## src/rtl/vcmp_branch_pkg.sv

```systemverilog
package vcmp_branch_pkg;
  typedef enum logic [2:0] {
    CMP_EQ  = 3'd0,
    CMP_NE  = 3'd1,
    CMP_LT  = 3'd4,
    CMP_GE  = 3'd5,
    CMP_LTU = 3'd6,
    CMP_GEU = 3'd7
  } cmp_op_e;

  // {invert, zeroing} of the destination predicate
  typedef enum logic [1:0] {
    RULE_ALL  = 2'b00,
    RULE_ANY  = 2'b01,
    RULE_NALL = 2'b10,
    RULE_NONE = 2'b11
  } rule_e;

  typedef enum logic [1:0] {
    ST_IDLE,
    ST_RUN,
    ST_FIN
  } state_e;
endpackage

```

## src/rtl/vcmp_elem_cmp.sv

```systemverilog
module vcmp_elem_cmp
  import vcmp_branch_pkg::*;
#(
  parameter int EW = 8
) (
  input  logic [EW-1:0] a_i,
  input  logic [EW-1:0] b_i,
  input  logic [2:0]    op_i,
  output logic          pass_o
);
  logic lt_s, lt_u;

  assign lt_s = $signed(a_i) < $signed(b_i);
  assign lt_u = a_i < b_i;

  always_comb begin
    case (cmp_op_e'(op_i))
      CMP_EQ:  pass_o = (a_i == b_i);
      CMP_NE:  pass_o = (a_i != b_i);
      CMP_LT:  pass_o = lt_s;
      CMP_GE:  pass_o = !lt_s;
      CMP_LTU: pass_o = lt_u;
      CMP_GEU: pass_o = !lt_u;
      default: pass_o = 1'b0;
    endcase
  end
endmodule

```

## src/rtl/vcmp_consensus.sv

```systemverilog
module vcmp_consensus
  import vcmp_branch_pkg::*;
#(
  parameter int N = 8
) (
  input  logic [N-1:0] result_i,
  input  logic [N-1:0] ps_i,
  input  logic [1:0]   rule_i,
  output logic         take_o
);
  logic covered;

  assign covered = ((result_i & ps_i) == result_i);

  always_comb begin
    case (rule_e'(rule_i))
      RULE_ALL:  take_o = covered;
      RULE_NALL: take_o = !covered;
      RULE_ANY:  take_o = (result_i != '0);
      default:   take_o = (result_i == '0);
    endcase
  end
endmodule

```

## src/rtl/vcmp_branch.sv

```systemverilog
module vcmp_branch
  import vcmp_branch_pkg::*;
#(
  parameter int EW    = 8,
  parameter int MAXVL = 8,
  localparam int VLW  = $clog2(MAXVL + 1),
  localparam int IW   = (MAXVL > 1) ? $clog2(MAXVL) : 1,
  localparam int DW   = MAXVL * EW
) (
  input  logic             clk_i,
  input  logic             rst_ni,
  input  logic             start_i,
  input  logic [VLW-1:0]   vl_i,
  input  logic [DW-1:0]    src_a_i,
  input  logic [DW-1:0]    src_b_i,
  input  logic [2:0]       cmp_op_i,
  input  logic [MAXVL-1:0] spred_mask_i,
  input  logic             spred_inv_i,
  input  logic             spred_zero_i,
  input  logic             ffirst_i,
  input  logic             dpred_en_i,
  input  logic             dpred_inv_i,
  input  logic             dpred_zero_i,
  output logic             done_o,
  output logic [MAXVL-1:0] result_o,
  output logic             dpred_we_o,
  output logic             taken_o
);
  state_e           state_q;
  logic [IW-1:0]    idx_q;
  logic [VLW-1:0]   vl_q;
  logic [DW-1:0]    a_q, b_q;
  logic [2:0]       op_q;
  logic [MAXVL-1:0] ps_q, res_q, res_n, vlm, vlm_q;
  logic [1:0]       rule_q;
  logic             ffirst_q, den_q;
  logic             done_q, we_q, taken_q;
  logic             pass, take, stop, last;

  always_comb begin
    for (int i = 0; i < MAXVL; i++) vlm[i] = (VLW'(i) < vl_i);
  end

  vcmp_elem_cmp #(.EW(EW)) u_cmp (
    .a_i    (a_q[int'(idx_q)*EW +: EW]),
    .b_i    (b_q[int'(idx_q)*EW +: EW]),
    .op_i   (op_q),
    .pass_o (pass)
  );

  vcmp_consensus #(.N(MAXVL)) u_cons (
    .result_i (res_q),
    .ps_i     (ps_q),
    .rule_i   (rule_q),
    .take_o   (take)
  );

  assign last = ((VLW'(idx_q) + VLW'(1)) == vl_q);

  always_comb begin
    res_n = res_q;
    stop  = 1'b0;
    if (ps_q[idx_q]) begin
      res_n[idx_q] = pass;
      stop         = ffirst_q && !pass;
    end
  end

  always_ff @(posedge clk_i or negedge rst_ni) begin
    if (!rst_ni) begin
      state_q  <= ST_IDLE;
      idx_q    <= '0;
      vl_q     <= '0;
      a_q      <= '0;
      b_q      <= '0;
      op_q     <= '0;
      ps_q     <= '0;
      res_q    <= '0;
      vlm_q    <= '0;
      rule_q   <= '0;
      ffirst_q <= 1'b0;
      den_q    <= 1'b0;
      done_q   <= 1'b0;
      we_q     <= 1'b0;
      taken_q  <= 1'b0;
    end else begin
      done_q <= 1'b0;
      we_q   <= 1'b0;
      case (state_q)
        ST_IDLE: if (start_i) begin
          a_q      <= src_a_i;
          b_q      <= src_b_i;
          op_q     <= cmp_op_i;
          vl_q     <= vl_i;
          vlm_q    <= vlm;
          ps_q     <= (spred_inv_i ? ~spred_mask_i : spred_mask_i) & vlm;
          res_q    <= (!dpred_en_i || spred_zero_i) ? vlm : '0;
          rule_q   <= dpred_en_i ? {dpred_inv_i, dpred_zero_i} : 2'b00;
          ffirst_q <= ffirst_i;
          den_q    <= dpred_en_i;
          idx_q    <= '0;
          state_q  <= (vl_i == '0) ? ST_FIN : ST_RUN;
        end
        ST_RUN: begin
          res_q <= res_n;
          idx_q <= idx_q + IW'(1);
          if (stop || last) state_q <= ST_FIN;
        end
        default: begin
          done_q  <= 1'b1;
          we_q    <= den_q;
          taken_q <= take;
          state_q <= ST_IDLE;
        end
      endcase
    end
  end

  assign done_o     = done_q;
  assign dpred_we_o = we_q;
  assign taken_o    = taken_q;
  assign result_o   = res_q;

  // latency window counter for the checks below
  logic [VLW:0] lat_q;
  always_ff @(posedge clk_i or negedge rst_ni) begin
    if (!rst_ni) lat_q <= '0;
    else if (state_q == ST_IDLE && start_i) lat_q <= '0;
    else if (state_q != ST_IDLE) lat_q <= lat_q + 1'b1;
  end

  a_r9_done_pulse: assert property (@(posedge clk_i) disable iff (!rst_ni)
    done_o |=> !done_o);

  a_r9_latency_bound: assert property (@(posedge clk_i) disable iff (!rst_ni)
    done_o |-> (lat_q <= ({1'b0, vl_q} + 1'b1)));

  a_r8_we_only_with_done: assert property (@(posedge clk_i) disable iff (!rst_ni)
    dpred_we_o |-> done_o);

  a_r10_hold_when_idle: assert property (@(posedge clk_i) disable iff (!rst_ni)
    (state_q == ST_IDLE && !start_i) |=> ($stable(result_o) && $stable(taken_o)));

  a_r4_tail_zero: assert property (@(posedge clk_i) disable iff (!rst_ni)
    done_o |-> ((result_o & ~vlm_q) == '0));
endmodule

```

## config.mk

```make
export PLATFORM = sky130hd
export DESIGN_NAME = vcmp_branch
export DESIGN_NICKNAME = d
export VERILOG_FILES = /design/src/rtl/vcmp_branch_pkg.sv /design/src/rtl/vcmp_elem_cmp.sv /design/src/rtl/vcmp_consensus.sv /design/src/rtl/vcmp_branch.sv
export SDC_FILE = /design/constraint.sdc
export NUM_CORES = 1
export LEC_CHECK = 0
export BUFFER_PORTS_ARGS = -buffer_cell sky130_fd_sc_hd__buf_4
export CORE_ASPECT_RATIO = 0.75
export CORE_MARGIN = 3
export CORE_UTILIZATION = 57
export CTS_BUF_LIST = sky130_fd_sc_hd__clkbuf_2
export DETAILED_ROUTE_END_ITERATION = 6
export MAX_ROUTING_LAYER = met4
export PLACE_DENSITY = 0.88
export SLEW_MARGIN = 20
export SYNTH_ARGS = -nofsm -noshare
export SYNTH_HDL_FRONTEND = slang
export SYNTH_SLANG_ARGS = --single-unit
```

## constraint.sdc

```tcl
create_clock -name clk_i -period 3.5 [get_ports clk_i]
set_input_delay 0.35 -clock clk_i [delete_from_list [all_inputs] [get_ports clk_i]]
set_output_delay 0.35 -clock clk_i [all_outputs]
set_load 0.01 [all_outputs]
```

==> results.md, run 1 <==
* DRC violations left at 0
* Critical Path AT at 4.04 ns
* # rows at 35
* Multi-input logic area at 3282 um2
* FMAX at 0.2991 GHz
* Clock Tree Buf Depth at 2
* I/O pin total at 163
* Vias in the first global route at 8498
* Number of CTS-inserted buffers at 17
* Core area at 12660 um2
* Filler cells at 584
* Starting DRT DRC Count at 1278
* Initial Util at 60.00%
* Clk_skew at 0.04328 ns
* Area growth from synthesis to layout at 43.01%
* Cell count after synthesis at 874
* FF/Latch Area at 4079 um2
* Final Slew Violations at 0
* Critical Path Source: idx_q[1]
* Top-count cell post-synth: nand2_1
* Clk sinks at 163
* CTS root buf: clkbuf_2
* Element type at the critical path end: flop
* Antenna violations before repair at 1
* ANT nets after route at 0
* Dpl hpwl at 16200 um
* Via count at 8333
* Worst Tran Pin Value at 0.7881 ns
* WL/cell at 21.16 um
* Final period utilization at 95.52%
* First-pass GRT wire length at 45450 um
* RSZ-0062 raised after global routing: false
* Power per cell area at 781.7 nW/um2
* Slew HR at 47.46%
* Final hold violations at 0
* Layout cells sized above 1 at 18.79%
* #FFs+latches synth at 163
* CTS clk-pin slew, worst paths at 0.28 ns
* Worst Setup Start Kind: flop
* Type of the tightest min-delay check: in2async
* Warning count from the yosys run at 0
* Fin util at 85.80%
* Gr usage total at 40.57%
* Total Neg Setup Slack at 0 ns
* Input/output buffers at 162
* Maximum vdd drop at 0.0007954 V
* Die area at 14760 um2
* Leading post-synthesis cells by instance count: nand2_1, dfrtp_1, a22oi_1, clkbuf_1, o21ai_0
* Worst-path fanout max at 18
* Cell Area, Synth at 7594 um2
* Post-synthesis sequential area ratio at 53.72%
* Tmin final at 3.343 ns
* Largest net degree at the start of global routing at 84
* Worst-skew pair later-pin latency at 0.76 ns
* LEAKAGE at 5.501 nW
* EDFF count, synth at 0
* Largest area contributor in the netlist: dfrtp_1
* Share of flip-flops with an asynchronous set or reset at 100.0%
* Worst r2r src: idx_q[1]
* Syn_nets at 1035
* Critical path type: reg2reg
* Die span in y at 106.0 um
* Status: complete, no violations
* Synth area leaders: dfrtp_1, nand2_1, a22oi_1
* Ys flop type: dfrtp_1
* Drt total wl at 28700 um
* H-tree depth at 4
* Final setup viols at 0
* Synth cell types at 45
* CTS tree: done
* Cells on worst reg2reg path at 12
* TritonRoute pass-1 iters at 6
* GPL Wtd Cong at 0.9548
* Die width at 139.3 um
* Grt ovf at 0
* Nets at 1335
* WP data required at 4.20 ns
* Synth top area share at 53.72%
* Maxcap violations at 0
* Drt via density at 6.145
* Syn avg cell area at 8.688 um2
through the flow:
step                worst slack [ns]  std cells  area [um2]  hold slack [ns]  total power, mW
finish                        0.1568       1356       10860         0.004454            8.489
global route                 0.01083       1354       10850         0.009867            8.948
CTS                           0.1348       1353       10840        0.0005685            8.053
detailed placement            0.2070       1164        8999           0.2639            6.808
global placement              0.3290       1164        8999           0.2609            6.647
floorplan                     0.2797        874        7594          0.05441            5.573
flip-flops by register name (all words and copies together) (netlist names):
signal	flops
state_q	2
a_q	64
done_o	1
rule_q	2
taken_o	1
den_q	1
dpred_we_o	1
op_q	3
b_q	64
idx_q	3
ffirst_q	1
ps_q	8
result_o	8
vl_q	4
timing repair:
item                                    4_1_cts  5_1_grt
setup buffers                                 0        0
endpoints found under the hold margin       310        0
endpoints found under the setup margin        0       10
resized for setup                             0        1
hold buffers                                157        0
cells in the final DEF, fill, tap and decap left out, types with 5 or more instances in the layout:
cell type and n:
o21ai_0 19, o21a_1 5, nand4_1 10, ha_1 9, clkbuf_2 17, buf_4 175
nand2_1 427, a21oi_1 12, a22oi_1 48, dlygate4sd3_1 157, o31ai_1 6, inv_8 5
dfrtp_1 163, nor4_1 5, and3_1 12, xor2_1 5, inv_1 9, a22o_1 13
nor2_1 8, xnor2_1 11, a221oi_1 8
report_power, final:
part	switching, mW	leakage (nW)	internal [mW]
registers	0.865	2.02	2.76
clock network	0.789	0.160	0.369
logic	2.18	3.32	1.53
total	3.83	5.50	4.66
final timing paths:
kind | slack (ns) | end
max | 0.16 | state_q[1]
min | 0.004 | b_q[11]
max reg2reg | 0.16 | state_q[1]
min reg2reg | 0.51 | dpred_we_o
max in group asynchronous | 2.57 | result_o[4]
min in group clk_i | 0.07 | ps_q[4]
per-layer routing:
metal | vias up | share of wire, % | global-route usage (%)
met4 | 0 | 5.8 | 18.58
met2 | 741 | 47 | 65.03
met5 | - | 0 | -
met3 | 172 | 12 | 9.892
met1 | 3915 | 35 | 49.30
li1 | 3505 | - | -
cell families after synthesis:
| kind of cell | count (synthesis) | share of synthesized area, % |
|---|---|---|
| flip-flops | 163 | 53.72 |
| AND/OR/NAND/NOR | 484 | 25.69 |
| AO/OA/AOI/OAI | 132 | 12.61 |
| buffers and inverters | 65 | 3.378 |
| XOR/XNOR | 16 | 1.845 |
| multiplexers | 5 | 1.285 |
| adder cells (fa/ha/maj) | 9 | 1.483 |
worst max-delay path, cell delays in order (launching register included):
cell and delay (ns):
dfrtp_1 0.58, buf_4 0.22, nor3b_2 0.05, buf_4 0.23
a22o_1 0.26, a221oi_1 0.20, and3_1 0.20, ha_1 0.27
a21oi_1 0.16, o21ai_0 0.11, or3_1 0.43, a31oi_4 0.38
a31o_2 0.22
final cells by class:
class	count	share of cell area (%)
diodes	3	0.06913
clock buffers	17	0.7835
clock inverters	15	1.728
inverters	9	0.3111
multi-input cells	646	30.22
flip-flops and latches	163	37.56
well taps	166	1.913
repair buffers	337	27.41
No activity file was read; power rests on OpenSTA's default activity.
==> run 2: changes to the inputs <==
- GPL_ROUTABILITY_DRIVEN: default -> 0
- PLACE_DENSITY: 0.88 -> default
- PLACE_DENSITY_LB_ADDON: default -> 0.08
==> results.md, run 2 (synthesized netlist as in run 1, its figures left out) <==
* Flop2flop setup slack at 0.28 ns (+0.12 ns)
* Die area at 14760 um2 (unchanged)
* Final Slew Violations at 0 (unchanged)
* LEAKAGE at 5.497 nW (about the same)
* Gate power share at 43.2% (-0.4 points)
* ANT nets after route at 0 (unchanged)
* WP data required at 4.20 ns (about the same)
* Final hold violations at 0 (unchanged)
* Area growth from synthesis to layout at 42.84%
* Input/output buffers at 162 (unchanged)
* Slew HR at 38.61% (-8.8 points)
* Int Power at 4.556 mW (-2.2%)
* Grt ovf at 0 (unchanged)
* Tmin final at 3.223 ns (-0.1201 ns)
* TritonRoute pass-1 iters at 7 (+1)
* Via count at 7809 (-6.3%)
* Final period utilization at 92.09% (-3.4 points)
* Number of CTS-inserted buffers at 17 (unchanged)
* Clock Tree Buf Depth at 2 (unchanged)
* CTS root buf: clkbuf_2
* Dpl hpwl at 15740 um (-2.8%)
* Type of the tightest min-delay check: in2reg
* Commonest non-fill, non-tap cell in the layout: nand2_1
* Initial Util at 60.00% (unchanged)
* Largest net degree at the start of global routing at 101 (+20%)
* Worst-path cell chain: and3b_1 -> a22o_1 -> a221oi_1 -> and3_1 -> ha_1 -> nor2b_1 -> o211ai_1 -> a21oi_1 -> or3_1 -> a31oi_4 -> a31o_2
* # rows at 35 (unchanged)
* RSZ-0062 raised after global routing: false
* Worst Tran Pin Value at 0.9208 ns (+0.1327 ns)
* Switching part of the total power at 43.79% (-1.3 points)
* Setup bufs post-CTS at 0 (unchanged)
* Status: complete, but fails checks
* Worst r2r src: idx_q[2]
* Vias in the first global route at 7870 (-7.4%)
* Post-Place Setup Slack at 0.2175 ns (+0.01045 ns)
* FMAX at 0.3103 GHz (+3.7%)
* Largest stage delay, worst path at 0.60 ns (+0.02 ns)
* Multi-input logic area at 3288 um2 (+0.19%)
* CTS tree: done
* Nets at 1341 (+0.45%)
* DRC violations left at 16 (+16)
* Reg power frac at 44.2% (+1.5 points)
* Die span in y at 106.0 um (unchanged)
* Crit path to: state_q[1]
* Starting DRT DRC Count at 909 (-29%)
* Final setup viols at 0 (unchanged)
* Psw at 3.550 mW (-7.4%)
* Clk sinks at 163 (unchanged)
* First-pass GRT wire length at 41590 um (-8.5%)
* Power per cell area at 747.3 nW/um2 (-4.4%)
* Critical Path AT at 3.93 ns (-0.11 ns)
* Failing checks: design-rule violations
* Worst setup margin at 0.2769 ns (+0.1201 ns)
* Worst-skew pair later-pin latency at 0.76 ns (about the same)
* Worst-path fanout max at 10 (-8)
* H-tree depth at 4 (unchanged)
* Maxcap violations at 0 (unchanged)
* Non-filler cells, final at 1359 (+0.22%)
* Worst Setup Start Kind: flop
* Die width at 139.3 um (unchanged)
* Ant. Diodes at 0 (-3)
* FF/Latch Area at 4079 um2 (unchanged)
* Drt via density at 5.746 (-6.5%)
* Core area at 12660 um2 (unchanged)
* Maximum vdd drop at 0.0004597 V (-42%)
* Clock power frac at 12.7% (-0.9 points)
* I/O pin total at 163 (unchanged)
* Critical Path Source: idx_q[2]
* Gr usage total at 36.81% (-3.8 points)
* Total Neg Setup Slack at 0 ns (unchanged)
* Antenna violations before repair at 0 (-1)
* WL/cell at 19.13 um (-9.6%)
* CTS clk-pin slew, worst paths at 0.25 ns (-0.03 ns)
* Filler cells at 680 (+16%)
* Cells on worst reg2reg path at 11 (-1)
* Placed Cells at 1167 (+0.26%)
* Largest registers: a_q (64), b_q (64)
* Worst flop-to-flop path endpoint: state_q[1]
* Drt total wl at 26000 um (-9.4%)
* Commonest non-fill, non-tap cells in the layout: nand2_1, buf_4, dfrtp_1
* Critical path type: reg2reg
* Clk_skew at 0.04179 ns (-0.001498 ns)
* Layout cells sized above 1 at 18.94% (+0.16 points)
* Element type at the critical path end: flop
* Slowest cell on crit path: dfrtp_1
## run 2: cell types whose count changed in the layout (fill, tap and decap cells not counted), sizes merged
cell,delta
bufinv,-1
clkinv,+1
diode,-3
clkinvlp,+1
inv,-2
buf,+3
clkbuf,+1
dlygate4sd3,+3
## run 2: power groups by stage
stage	Clock, mW	Combinational (mW)	Sequential, mW
finish	1.03	3.50	3.58
global route	1.11	3.93	3.64
CTS	1.02	3.36	3.53
floorplan	0	2.36	3.22
global placement	0	3.08	3.59
detailed placement	0	3.20	3.56
## run 2: area by class of cell
| class | count | area share, % |
|---|---|---|
| tap | 166 | 1.915 |
| clock inverter | 14 | 1.327 |
| clock buffer | 18 | 0.8305 |
| multi-input combinational | 646 | 30.31 |
| sequential | 163 | 37.61 |
| timing repair buffer | 343 | 27.70 |
| inverter | 9 | 0.3115 |
## run 2: layer usage
metal / global-route usage [%] / vias up / routed length [um]
met5: - / - / 0
met4: 12.08 / 0 / 745
met3: 9.173 / 75 / 2284
met2: 59.00 / 472 / 12570
met1: 46.60 / 3732 / 10400
li1: - / 3530 / -
## run 2: worst min path at each step
stage	slack [ns]	startpoint	depth (start not counted)	endpoint
6_report	0.08	start_i	4	idx_q[0]
3_3_place_gp	0.21	rst_ni	1	a_q[18]
3_5_place_dp	0.21	rst_ni	1	a_q[18]
2_1_floorplan	0.05	rst_ni	0	a_q[0]
4_1_cts	0.04	start_i	4	idx_q[0]
5_1_grt	0.06	start_i	4	idx_q[0]
## run 2: what timing repair did
| action | CTS | global route |
|---|---|---|
| resized for setup | 0 | 2 |
| endpoints found under the hold margin | 310 | 0 |
| hold buffers | 160 | 0 |
| endpoints found under the setup margin | 0 | 10 |
## run 2: through the flow
step | power, mW | instance area, um2 | hold WS, ns | util, %
3_3_place_gp | 6.668 | 8996 | 0.2131 | 71.08
2_1_floorplan | 5.573 | 7594 | 0.05441 | -
6_report | 8.105 | 10850 | 0.08174 | 85.70
4_1_cts | 7.914 | 10830 | 0.03742 | 85.59
5_1_grt | 8.680 | 10850 | 0.06230 | 85.70
3_5_place_dp | 6.756 | 8996 | 0.2096 | 71.08
## run 2: critical path: cells and delay by family (launching register included)
kind | cells | cell delay, ns
flops | 1 | 0.60
compound gates | 6 | 1.25
simple gates | 4 | 1.09
fa+ha+maj | 1 | 0.24
